`config.mk`:
```
export PLATFORM = sky130hd
export DESIGN_NAME = cbfly_top
export DESIGN_NICKNAME = d
export VERILOG_FILES = /design/src/rtl/cbfly_pkg.sv /design/src/rtl/cbfly_mul_stage.sv /design/src/rtl/cbfly_comb_stage.sv /design/src/rtl/cbfly_addsub_stage.sv /design/src/rtl/cbfly_top.sv
export SDC_FILE = /design/constraint.sdc
export NUM_CORES = 2
export LEC_CHECK = 0
export BUFFER_PORTS_ARGS = -buffer_cell sky130_fd_sc_hd__buf_2
export CAP_MARGIN = 10
export CELL_PAD_IN_SITES_DETAIL_PLACEMENT = 0
export CELL_PAD_IN_SITES_GLOBAL_PLACEMENT = 1
export CORE_ASPECT_RATIO = 0.7
export CORE_UTILIZATION = 56
export CTS_CLUSTER_DIAMETER = 80
export DETAILED_ROUTE_END_ITERATION = 8
export PLACE_DENSITY_LB_ADDON = 0.2
export SYNTH_ARGS = -nofsm -noshare
export SYNTH_HDL_FRONTEND = slang
export SYNTH_HIERARCHICAL = 1
export SYNTH_SLANG_ARGS = --single-unit
```
`constraint.sdc`:
```
create_clock -name clk -period 5.13 [get_ports clk]
set_clock_uncertainty 0.2 [all_clocks]
set_input_delay 1.026 -clock clk [delete_from_list [all_inputs] [get_ports clk]]
set_output_delay 1.026 -clock clk [all_outputs]
set_load 0.005 [all_outputs]
```
`src/rtl/cbfly_pkg.sv`:
```
package cbfly_pkg;
  localparam int unsigned CBFLY_DW = 16;

  typedef enum logic {
    MODE_CPLX = 1'b0,
    MODE_REAL = 1'b1
  } cbfly_mode_e;
endpackage

```
`src/rtl/cbfly_mul_stage.sv`:
```
module cbfly_mul_stage
  import cbfly_pkg::*;
#(
  parameter int unsigned DW = CBFLY_DW,
  localparam int unsigned PW = 2 * DW
) (
  input  logic                 clk,
  input  logic                 rst_n,
  input  logic                 vin,
  input  cbfly_mode_e          mode,
  input  logic signed [DW-1:0] lo_re,
  input  logic signed [DW-1:0] lo_im,
  input  logic signed [DW-1:0] hi_re,
  input  logic signed [DW-1:0] hi_im,
  input  logic signed [DW-1:0] cs,
  input  logic signed [DW-1:0] sn,
  output logic                 vout,
  output cbfly_mode_e          mode_q,
  output logic signed [DW-1:0] lo_re_q,
  output logic signed [DW-1:0] lo_im_q,
  output logic signed [PW-1:0] p_rc,
  output logic signed [PW-1:0] p_is,
  output logic signed [PW-1:0] p_rs,
  output logic signed [PW-1:0] p_ic
);
  localparam int unsigned NPROD = 4;

  function automatic logic signed [PW-1:0] smul(input logic signed [DW-1:0] a,
                                                input logic signed [DW-1:0] b);
    smul = PW'(a) * PW'(b);
  endfunction

  logic                 is_real;
  logic signed [DW-1:0] him_m, sn_m, lim_m;
  logic signed [DW-1:0] op_a [NPROD];
  logic signed [DW-1:0] op_b [NPROD];
  logic signed [PW-1:0] prod_q [NPROD];

  assign is_real = (mode == MODE_REAL);
  assign him_m   = is_real ? '0 : hi_im;
  assign sn_m    = is_real ? '0 : sn;
  assign lim_m   = is_real ? '0 : lo_im;

  assign op_a[0] = hi_re;  assign op_b[0] = cs;
  assign op_a[1] = him_m;  assign op_b[1] = sn_m;
  assign op_a[2] = hi_re;  assign op_b[2] = sn_m;
  assign op_a[3] = him_m;  assign op_b[3] = cs;

  for (genvar g = 0; g < NPROD; g++) begin : g_prod
    always_ff @(posedge clk or negedge rst_n) begin
      if (!rst_n)   prod_q[g] <= '0;
      else if (vin) prod_q[g] <= smul(op_a[g], op_b[g]);
    end
  end

  always_ff @(posedge clk or negedge rst_n) begin
    if (!rst_n) begin
      vout    <= 1'b0;
      mode_q  <= MODE_CPLX;
      lo_re_q <= '0;
      lo_im_q <= '0;
    end else begin
      vout <= vin;
      if (vin) begin
        mode_q  <= mode;
        lo_re_q <= lo_re;
        lo_im_q <= lim_m;
      end
    end
  end

  assign p_rc = prod_q[0];
  assign p_is = prod_q[1];
  assign p_rs = prod_q[2];
  assign p_ic = prod_q[3];

  // in real mode the cross products are zero one stage later
  p_real_cross_zero_r5: assert property (@(posedge clk) disable iff (!rst_n)
    (vin && mode == MODE_REAL) |=> (p_is == '0 && p_rs == '0 && p_ic == '0));
endmodule

```
`src/rtl/cbfly_comb_stage.sv`:
```
module cbfly_comb_stage
  import cbfly_pkg::*;
#(
  parameter int unsigned DW = CBFLY_DW,
  localparam int unsigned PW = 2 * DW,
  localparam int unsigned TW = PW + 1
) (
  input  logic                 clk,
  input  logic                 rst_n,
  input  logic                 vin,
  input  cbfly_mode_e          mode,
  input  logic signed [DW-1:0] lo_re,
  input  logic signed [DW-1:0] lo_im,
  input  logic signed [PW-1:0] p_rc,
  input  logic signed [PW-1:0] p_is,
  input  logic signed [PW-1:0] p_rs,
  input  logic signed [PW-1:0] p_ic,
  output logic                 vout,
  output cbfly_mode_e          mode_q,
  output logic signed [DW-1:0] lo_re_q,
  output logic signed [DW-1:0] lo_im_q,
  output logic signed [TW-1:0] t_re,
  output logic signed [TW-1:0] t_im
);
  function automatic logic signed [TW-1:0] wadd(input logic signed [PW-1:0] a,
                                                input logic signed [PW-1:0] b);
    wadd = TW'(a) + TW'(b);
  endfunction

  function automatic logic signed [TW-1:0] wsub(input logic signed [PW-1:0] a,
                                                input logic signed [PW-1:0] b);
    wsub = TW'(a) - TW'(b);
  endfunction

  always_ff @(posedge clk or negedge rst_n) begin
    if (!rst_n) begin
      vout    <= 1'b0;
      mode_q  <= MODE_CPLX;
      lo_re_q <= '0;
      lo_im_q <= '0;
      t_re    <= '0;
      t_im    <= '0;
    end else begin
      vout <= vin;
      if (vin) begin
        mode_q  <= mode;
        lo_re_q <= lo_re;
        lo_im_q <= lo_im;
        t_re    <= wadd(p_rc, p_is);
        t_im    <= wsub(p_ic, p_rs);
      end
    end
  end
endmodule

```
`src/rtl/cbfly_addsub_stage.sv`:
```
module cbfly_addsub_stage
  import cbfly_pkg::*;
#(
  parameter int unsigned DW = CBFLY_DW,
  localparam int unsigned PW   = 2 * DW,
  localparam int unsigned TW   = PW + 1,
  localparam int unsigned SW   = PW + 2,
  localparam int unsigned FRAC = DW - 1,
  localparam int unsigned NL   = 2
) (
  input  logic                 clk,
  input  logic                 rst_n,
  input  logic                 vin,
  input  cbfly_mode_e          mode,
  input  logic signed [DW-1:0] lo_re,
  input  logic signed [DW-1:0] lo_im,
  input  logic signed [TW-1:0] t_re,
  input  logic signed [TW-1:0] t_im,
  output logic                 vout,
  output logic signed [DW-1:0] o_lo_re,
  output logic signed [DW-1:0] o_lo_im,
  output logic signed [DW-1:0] o_hi_re,
  output logic signed [DW-1:0] o_hi_im,
  output logic                 sat_hit
);
  localparam logic signed [SW-1:0] RND_HALF = SW'(1) <<< (FRAC - 1);
  localparam logic signed [SW-1:0] SAT_HI = {{(SW-DW+1){1'b0}}, {(DW-1){1'b1}}};
  localparam logic signed [SW-1:0] SAT_LO = {{(SW-DW+1){1'b1}}, {(DW-1){1'b0}}};

  // returns {clamped, value}
  function automatic logic [DW:0] rnd_sat(input logic signed [SW-1:0] x);
    logic signed [SW-1:0] r;
    r = (x + RND_HALF) >>> FRAC;
    if (r > SAT_HI)      rnd_sat = {1'b1, SAT_HI[DW-1:0]};
    else if (r < SAT_LO) rnd_sat = {1'b1, SAT_LO[DW-1:0]};
    else                 rnd_sat = {1'b0, r[DW-1:0]};
  endfunction

  logic signed [DW-1:0] lo_in [NL];
  logic signed [TW-1:0] t_in  [NL];
  logic signed [DW-1:0] lo_q  [NL];
  logic signed [DW-1:0] hi_q  [NL];
  logic [NL-1:0]        ovf_lo, ovf_hi;

  assign lo_in[0] = lo_re;  assign t_in[0] = t_re;
  assign lo_in[1] = lo_im;  assign t_in[1] = t_im;

  for (genvar l = 0; l < NL; l++) begin : g_lane
    logic signed [SW-1:0] base, sum_w, dif_w;
    logic [DW:0]          sum_r, dif_r;

    assign base  = SW'(lo_in[l]) <<< FRAC;
    assign sum_w = base + SW'(t_in[l]);
    assign dif_w = base - SW'(t_in[l]);
    assign sum_r = rnd_sat(sum_w);
    assign dif_r = rnd_sat(dif_w);
    assign ovf_lo[l] = vin & sum_r[DW];
    assign ovf_hi[l] = vin & dif_r[DW];

    always_ff @(posedge clk or negedge rst_n) begin
      if (!rst_n) begin
        lo_q[l] <= '0;
        hi_q[l] <= '0;
      end else if (vin) begin
        lo_q[l] <= sum_r[DW-1:0];
        hi_q[l] <= dif_r[DW-1:0];
      end
    end

    // a clamped lane lands on a rail
    p_sat_clamp_lo_r4: assert property (@(posedge clk) disable iff (!rst_n)
      ovf_lo[l] |=> (lo_q[l] == SAT_HI[DW-1:0] || lo_q[l] == SAT_LO[DW-1:0]));
    p_sat_clamp_hi_r4: assert property (@(posedge clk) disable iff (!rst_n)
      ovf_hi[l] |=> (hi_q[l] == SAT_HI[DW-1:0] || hi_q[l] == SAT_LO[DW-1:0]));
  end

  assign sat_hit = |{ovf_lo, ovf_hi};

  always_ff @(posedge clk or negedge rst_n) begin
    if (!rst_n) vout <= 1'b0;
    else        vout <= vin;
  end

  assign o_lo_re = lo_q[0];
  assign o_lo_im = lo_q[1];
  assign o_hi_re = hi_q[0];
  assign o_hi_im = hi_q[1];

  // real mode gives zero imaginary results
  p_real_im_zero_r5: assert property (@(posedge clk) disable iff (!rst_n)
    (vin && mode == MODE_REAL) |=> (o_lo_im == '0 && o_hi_im == '0));
  // no update without a valid operation
  p_hold_r9: assert property (@(posedge clk) disable iff (!rst_n)
    !vin |=> ($stable(o_lo_re) && $stable(o_lo_im) && $stable(o_hi_re) && $stable(o_hi_im)));
endmodule

```
`src/rtl/cbfly_top.sv`:
```
module cbfly_top
  import cbfly_pkg::*;
#(
  parameter int unsigned DW = CBFLY_DW
) (
  input  logic          clk,
  input  logic          rst_n,
  input  logic          in_valid,
  input  logic          real_only,
  input  logic [DW-1:0] lo_re,
  input  logic [DW-1:0] lo_im,
  input  logic [DW-1:0] hi_re,
  input  logic [DW-1:0] hi_im,
  input  logic [DW-1:0] tw_cos,
  input  logic [DW-1:0] tw_sin,
  input  logic          sat_clr,
  output logic          out_valid,
  output logic [DW-1:0] new_lo_re,
  output logic [DW-1:0] new_lo_im,
  output logic [DW-1:0] new_hi_re,
  output logic [DW-1:0] new_hi_im,
  output logic          sat_flag
);
  localparam int unsigned PW = 2 * DW;
  localparam int unsigned TW = PW + 1;

  cbfly_mode_e          mode_in, mode_s1, mode_s2;
  logic                 v_s1, v_s2;
  logic signed [DW-1:0] lre_s1, lim_s1, lre_s2, lim_s2;
  logic signed [PW-1:0] p_rc, p_is, p_rs, p_ic;
  logic signed [TW-1:0] t_re, t_im;
  logic signed [DW-1:0] o_lre, o_lim, o_hre, o_him;
  logic                 sat_hit;

  assign mode_in = real_only ? MODE_REAL : MODE_CPLX;

  cbfly_mul_stage #(.DW(DW)) i_mul (
    .clk(clk), .rst_n(rst_n), .vin(in_valid), .mode(mode_in),
    .lo_re(lo_re), .lo_im(lo_im), .hi_re(hi_re), .hi_im(hi_im),
    .cs(tw_cos), .sn(tw_sin),
    .vout(v_s1), .mode_q(mode_s1), .lo_re_q(lre_s1), .lo_im_q(lim_s1),
    .p_rc(p_rc), .p_is(p_is), .p_rs(p_rs), .p_ic(p_ic)
  );

  cbfly_comb_stage #(.DW(DW)) i_comb (
    .clk(clk), .rst_n(rst_n), .vin(v_s1), .mode(mode_s1),
    .lo_re(lre_s1), .lo_im(lim_s1),
    .p_rc(p_rc), .p_is(p_is), .p_rs(p_rs), .p_ic(p_ic),
    .vout(v_s2), .mode_q(mode_s2), .lo_re_q(lre_s2), .lo_im_q(lim_s2),
    .t_re(t_re), .t_im(t_im)
  );

  cbfly_addsub_stage #(.DW(DW)) i_addsub (
    .clk(clk), .rst_n(rst_n), .vin(v_s2), .mode(mode_s2),
    .lo_re(lre_s2), .lo_im(lim_s2), .t_re(t_re), .t_im(t_im),
    .vout(out_valid),
    .o_lo_re(o_lre), .o_lo_im(o_lim), .o_hi_re(o_hre), .o_hi_im(o_him),
    .sat_hit(sat_hit)
  );

  assign new_lo_re = o_lre;
  assign new_lo_im = o_lim;
  assign new_hi_re = o_hre;
  assign new_hi_im = o_him;

  always_ff @(posedge clk or negedge rst_n) begin
    if (!rst_n)       sat_flag <= 1'b0;
    else if (sat_hit) sat_flag <= 1'b1;
    else if (sat_clr) sat_flag <= 1'b0;
  end

  // cycles since reset, saturating, used to window the latency check
  logic [1:0] since_rst;
  always_ff @(posedge clk or negedge rst_n) begin
    if (!rst_n)               since_rst <= '0;
    else if (since_rst != 2'd3) since_rst <= since_rst + 2'd1;
  end

  p_latency_r2: assert property (@(posedge clk) disable iff (!rst_n)
    (since_rst == 2'd3) |-> (out_valid == $past(in_valid, 3)));
  p_sat_sticky_r6: assert property (@(posedge clk) disable iff (!rst_n)
    (sat_flag && !sat_clr) |=> sat_flag);
  p_sat_clear_r7: assert property (@(posedge clk) disable iff (!rst_n)
    (sat_clr && !sat_hit) |=> !sat_flag);
  p_sat_set_r6: assert property (@(posedge clk) disable iff (!rst_n)
    sat_hit |=> (sat_flag && out_valid));
endmodule

```
== After elaboration in Yosys (flattened, before gate mapping) ==
Index checks and enable logic that the tools add are counted.
Cells by class
  $add $sub $neg: 10
  multiply operators: 4
  $lt $le $gt $ge: 8
  multiplexer cells: 14
  bitwise operators: 4
  reduce and logical (&&, ||, !) cells: 2
Operators by type and width (count)
  $add A34 B16 Y34 const B: 4
  $mux W17: 8
  $mul A16 B16 Y32: 4
  $gt A19 B16 Y1 const B: 4
  $lt A19 B16 Y1 const B: 4
  $add A31 B33 Y34: 2
  $sub A31 B33 Y34: 2
  $mux W16: 3
  $add A32 B32 Y33: 1
  $sub A32 B32 Y33: 1
  $and A1 B1 Y1: 4
  $reduce_or A4 Y1: 1
  $mux W1: 3
  $reduce_bool A2 Y1: 1
Storage, ports and cells
  bits in registers: 326
  bits of input ports: 101
  output and inout bits: 66

== Logic depth before layout (Yosys ltp) ==
  depth in word-level cells: 8
  gate-level depth with buffers: 27
  depth with buffers taken out: 23

== Modules after synthesis ==
The synthesis kept the hierarchy.
Modules (own cells, without submodules)
  cbfly_mul_stage: times used 1, cells each 4913, area each 45936.6 µm², seq. area each 4053.9 µm²
  cbfly_comb_stage: times used 1, cells each 848, area each 7618.6 µm², seq. area each 2502.4 µm²
  cbfly_addsub_stage: times used 1, cells each 843, area each 6929.1 µm², seq. area each 1626.6 µm²
  cbfly_top: times used 1, cells each 3, area each 36.3 µm², seq. area each 25.0 µm²

== Least setup slack after synthesis ==
Ideal clock, no wire load.
  kind: input-to-reg
  start: in real_only
  end: reg i_mul.prod_q (netlist bit i_mul/p_ic[30])
  library setup time: 0.124 ns
  arrival: 7.367 ns
  setup slack: -2.561 ns
  stages on the path: 26
  path buffers: 4
  path through: clkbuf_1 > clkbuf_1 > nor2b_1 > clkbuf_1 > clkbuf_1 > nand2_1 > fa_1 > inv_1 > fa_1 > inv_1 > fa_1 > inv_1 > fa_1 > fa_1 > inv_1 > fa_1 > inv_1 > ha_1 > a211oi_1 > o21ai_1 > a221o_1 > or4_1 > o21ai_2 > o2111ai_1 > mux2i_1 > a211o_1
On the way
  cells in the longest elaborated chain, start to end: 3
RTL lines
  from (decl): line cbfly_top.sv:9  | input logic real_only,
  $mux W1: line cbfly_top.sv:35  | assign mode_in = real_only ? MODE_REAL : MODE_CPLX;
  $mux W16: line cbfly_mul_stage.sv:40  | assign him_m = is_real ? '0 : hi_im;
  $mul A16 B16 Y32: line cbfly_mul_stage.sv:30  | smul = PW'(a) * PW'(b);
  to (signal, indexed assignment): line cbfly_mul_stage.sv:52  | else if (vin) prod_q[g] <= smul(op_a[g], op_b[g]);
  to (decl): line cbfly_mul_stage.sv:37  | logic signed [PW-1:0] prod_q [NPROD];
Every way passes these cells.
A chain may end at the register's enable or synchronous reset.

== Worst setup path in the final report ==
  start: in real_only
  end: reg i_mul.prod_q (netlist bit i_mul/p_rs[22])
On the way
  cells in the longest elaborated chain, start to end: 3
RTL lines
  $mux W1: line cbfly_top.sv:35
  $mux W16: line cbfly_mul_stage.sv:41  | assign sn_m = is_real ? '0 : sn;
  $mul A16 B16 Y32: line cbfly_mul_stage.sv:30
Every way passes these cells.

==> implementation parameters <==
Parameter                              Value

Placement
  Total of buffers placed on input and output ports ... 166
  Placement Setup Slack ... -2.75 ns
  Global placer's final weighted congestion ... 0.978
  Post-DP HPWL ... 153000 um

Synth
  Cell area after synthesis ... 0.0604 mm2
  Post-Syn Instances ... 6603
  Average cell area after synthesis ... 9.15 um2
  Synthesized netlist net count ... 8222
  Number of warnings issued by yosys ... 6

Floorplan
  Placeable core region ... 0.107 mm2
  Number of placement rows ... 100
  I/O pin total ... 167
  Chip height ... 277 um
  Floorplan die area ... 0.109 mm2
  Chip width ... 395 um
  Effective utilization at floorplan ... 0.567

STA
  Worst slew slack as a fraction of its limit ... 0.284
  Post-layout minimum cycle time ... 6.79 ns
  Number of hold violations in the final report ... 0
  Setup WS post-layout ... -1.66 ns
  Count of pins over their slew limit ... 0
  RSZ-0062 raised after global routing ... yes
  Final hold slack ... 0.274 ns
  Maximum clock frequency ... 147 MHz
  Final cycle utilization of the critical path ... 1.32
  Transition time of the tightest slew-check pin ... 1.05 ns
  Total setup violations reported at the end of the flow ... 97

Worst setup path
  Worst Setup Path Type ... in -> reg
  Endpoint kind of the worst setup timing path ... flip-flop
  Data arrival time of the critical path ... 7.10 ns
  Startpoint kind of the worst setup timing path ... primary input
  Max Fanout on Critical Path ... 6
  Data required time of the critical path ... 5.44 ns
  Slack of the worst reg-to-reg path ... 0.82 ns

Drt
  DRT Pass-1 Iters ... 6
  Number of nets still failing antenna checks after routing ... 0
  Initial drt markers ... 3418
  Overall routed net length ... 187000 um
  Via total after detailed routing ... 49300
  Number of remaining DRC errors ... 0
  Wire length per cell after detailed routing ... 21.1 um
  Vias/cell ... 5.57

Global routing
  Wire length of the first global-routing pass ... 299000 um
  Largest net degree at the start of global routing ... 83
  Initial antenna violation count ... 9
  Combined global-route utilization of all metal layers ... 0.352
  Via count of the first global-routing pass ... 52200
  Global route total overflow ... 0

Final layout
  Final nets ... 9028
  Area growth, synth to finish ... 24.0%
  Post-layout util ... 0.703
  Share of final-layout standard cells stronger than drive strength 1 ... 0.263

Status
  Status ... finished, violations left
  Failing checks ... setup timing

Clocking
  Number of H-tree branching levels ... 2
  Clock net sink count ... 326
  Clock tree buffer depth ... 3
  Clock tree from TritonCTS ... built
  Clock latency at the later pin of the worst-skew pair ... 0.58 ns
  Clock Tree Root ... sky130_fd_sc_hd__clkbuf_16
  Inserted Clock Buffers ... 37
  Count of hold-fix buffers inserted at cts ... 0
  Post-CTS clock slew at the launch and capture registers of the worst setup and hold paths ... 0.06 ns

Flow run
  Max_cap viols ... 0

Min path
  Hold WC Path Type ... reg -> reg
==> layout by cell type, fill, tap and decap left out, drive strengths merged, types with 48 or more instances in the layout <==
master,n
fa,1054
xnor2,174
dfrtp,326
nand2,675
and2,490
nand3,51
nor2b,55
o21a,53
o21ai,173
ha,464
a21o,87
clkbuf,49
nor2,256
a211oi,48
buf,1080
inv,1340
a21oi,265
mux2,163
==> area by class of cell <==
type | count | area [um2]
Multi-Input combinational cell | 4627 | 49100
Fill cell | 8373 | 31700
Timing Repair Buffer | 1081 | 9570
Sequential cell | 326 | 8160
Inverter | 1336 | 5030
Tap cell | 1428 | 1790
Clock buffer | 48 | 1030
Clock inverter | 17 | 238
Antenna cell | 1 | 2.50
==> sequential cells by signal, indices dropped and copies added, names as in the netlist <==
| signal | cells |
|---|---|
| i_addsub/o_hi_re | 16 |
| i_mul/p_rs | 32 |
| i_addsub/o_lo_im | 16 |
| i_mul/p_rc | 32 |
| i_addsub/o_lo_re | 16 |
| i_addsub/o_hi_im | 16 |
| i_mul/lo_im_q | 16 |
| sat_flag | 1 |
| i_comb/vout | 1 |
| i_addsub/vout | 1 |
| i_mul/vout | 1 |
| i_mul/lo_re_q | 16 |
| i_mul/p_ic | 32 |
| i_comb/t_re | 33 |
| i_comb/lo_im_q | 16 |
| i_comb/t_im | 33 |
| i_comb/lo_re_q | 16 |
| i_mul/p_is | 32 |
==> final timing paths <==
path | start | to | cells past startpoint
worst max-delay path | real_only | i_mul/p_rs[22]$_DFFE_PN0P_ | 26
worst min-delay path | i_addsub/o_lo_im[9]$_DFFE_PN0P_ | i_addsub/o_lo_im[9]$_DFFE_PN0P_ | 1
worst max register to register | i_comb/lo_im_q[5]$_DFFE_PN0P_ | i_addsub/o_hi_im[14]$_DFFE_PN0P_ | 11
worst min register to register | i_addsub/o_lo_im[9]$_DFFE_PN0P_ | i_addsub/o_lo_im[9]$_DFFE_PN0P_ | 1
max in group asynchronous | rst_n | i_comb/t_re[25]$_DFFE_PN0P_ | 2
min in group asynchronous | rst_n | i_mul/p_rs[2]$_DFFE_PN0P_ | 1
==> per-stage QoR <==
stage / instances / area, um2 / setup TNS [ns]
2_1_floorplan: 6603 / 61700 / -120.18
3_3_place_gp: 8636 / 68700 / -206.88
3_5_place_dp: 8636 / 68700 / -209.74
4_1_cts: 8824 / 73500 / -101.98
5_1_grt: 8863 / 74900 / -123.04
6_report: 8864 / 75000 / -111.14
==> per-layer routing <==
| layer | global-route usage | vias to the layer above | share of wire |
|---|---|---|---|
| met1 | 0.513 | 25100 | 0.44 |
| met4 | 0.0980 | 6 | 0.033 |
| met5 | 0 | - | 0.00019 |
| met2 | 0.530 | 1676 | 0.44 |
| li1 | - | 22200 | - |
| met3 | 0.0770 | 290 | 0.088 |
==> timing repair <==
action                                 4_1_cts  5_1_grt
gates resized for setup                    631      267
buffers inserted                           122       46
setup endpoints to repair                  103      100
endpoints found under the hold margin        0        0
gates cloned                                 7        2
pin swaps                                  269      223
==> critical path, stage by stage <==
cell	delay (ns)
sky130_fd_sc_hd__buf_16	0.13
sky130_fd_sc_hd__buf_8	0.13
sky130_fd_sc_hd__buf_12	0.12
sky130_fd_sc_hd__nor2b_4	0.19
sky130_fd_sc_hd__buf_12	0.17
sky130_fd_sc_hd__and2_4	0.15
sky130_fd_sc_hd__fa_1	0.42
sky130_fd_sc_hd__inv_2	0.07
sky130_fd_sc_hd__fa_2	0.43
sky130_fd_sc_hd__fa_2	0.54
sky130_fd_sc_hd__inv_2	0.04
sky130_fd_sc_hd__fa_2	0.44
sky130_fd_sc_hd__fa_1	0.53
sky130_fd_sc_hd__inv_2	0.05
sky130_fd_sc_hd__fa_1	0.52
sky130_fd_sc_hd__inv_2	0.05
sky130_fd_sc_hd__ha_4	0.16
sky130_fd_sc_hd__a21o_1	0.18
sky130_fd_sc_hd__a21oi_2	0.17
sky130_fd_sc_hd__o211ai_1	0.13
sky130_fd_sc_hd__a211oi_2	0.23
sky130_fd_sc_hd__buf_4	0.19
sky130_fd_sc_hd__nor3_1	0.07
sky130_fd_sc_hd__or4_4	0.52
sky130_fd_sc_hd__nor4b_4	0.28
sky130_fd_sc_hd__a311o_1	0.14
Power is not shown: default switching activity piles up to over one toggle a cycle in this logic, so the estimate is an artifact.
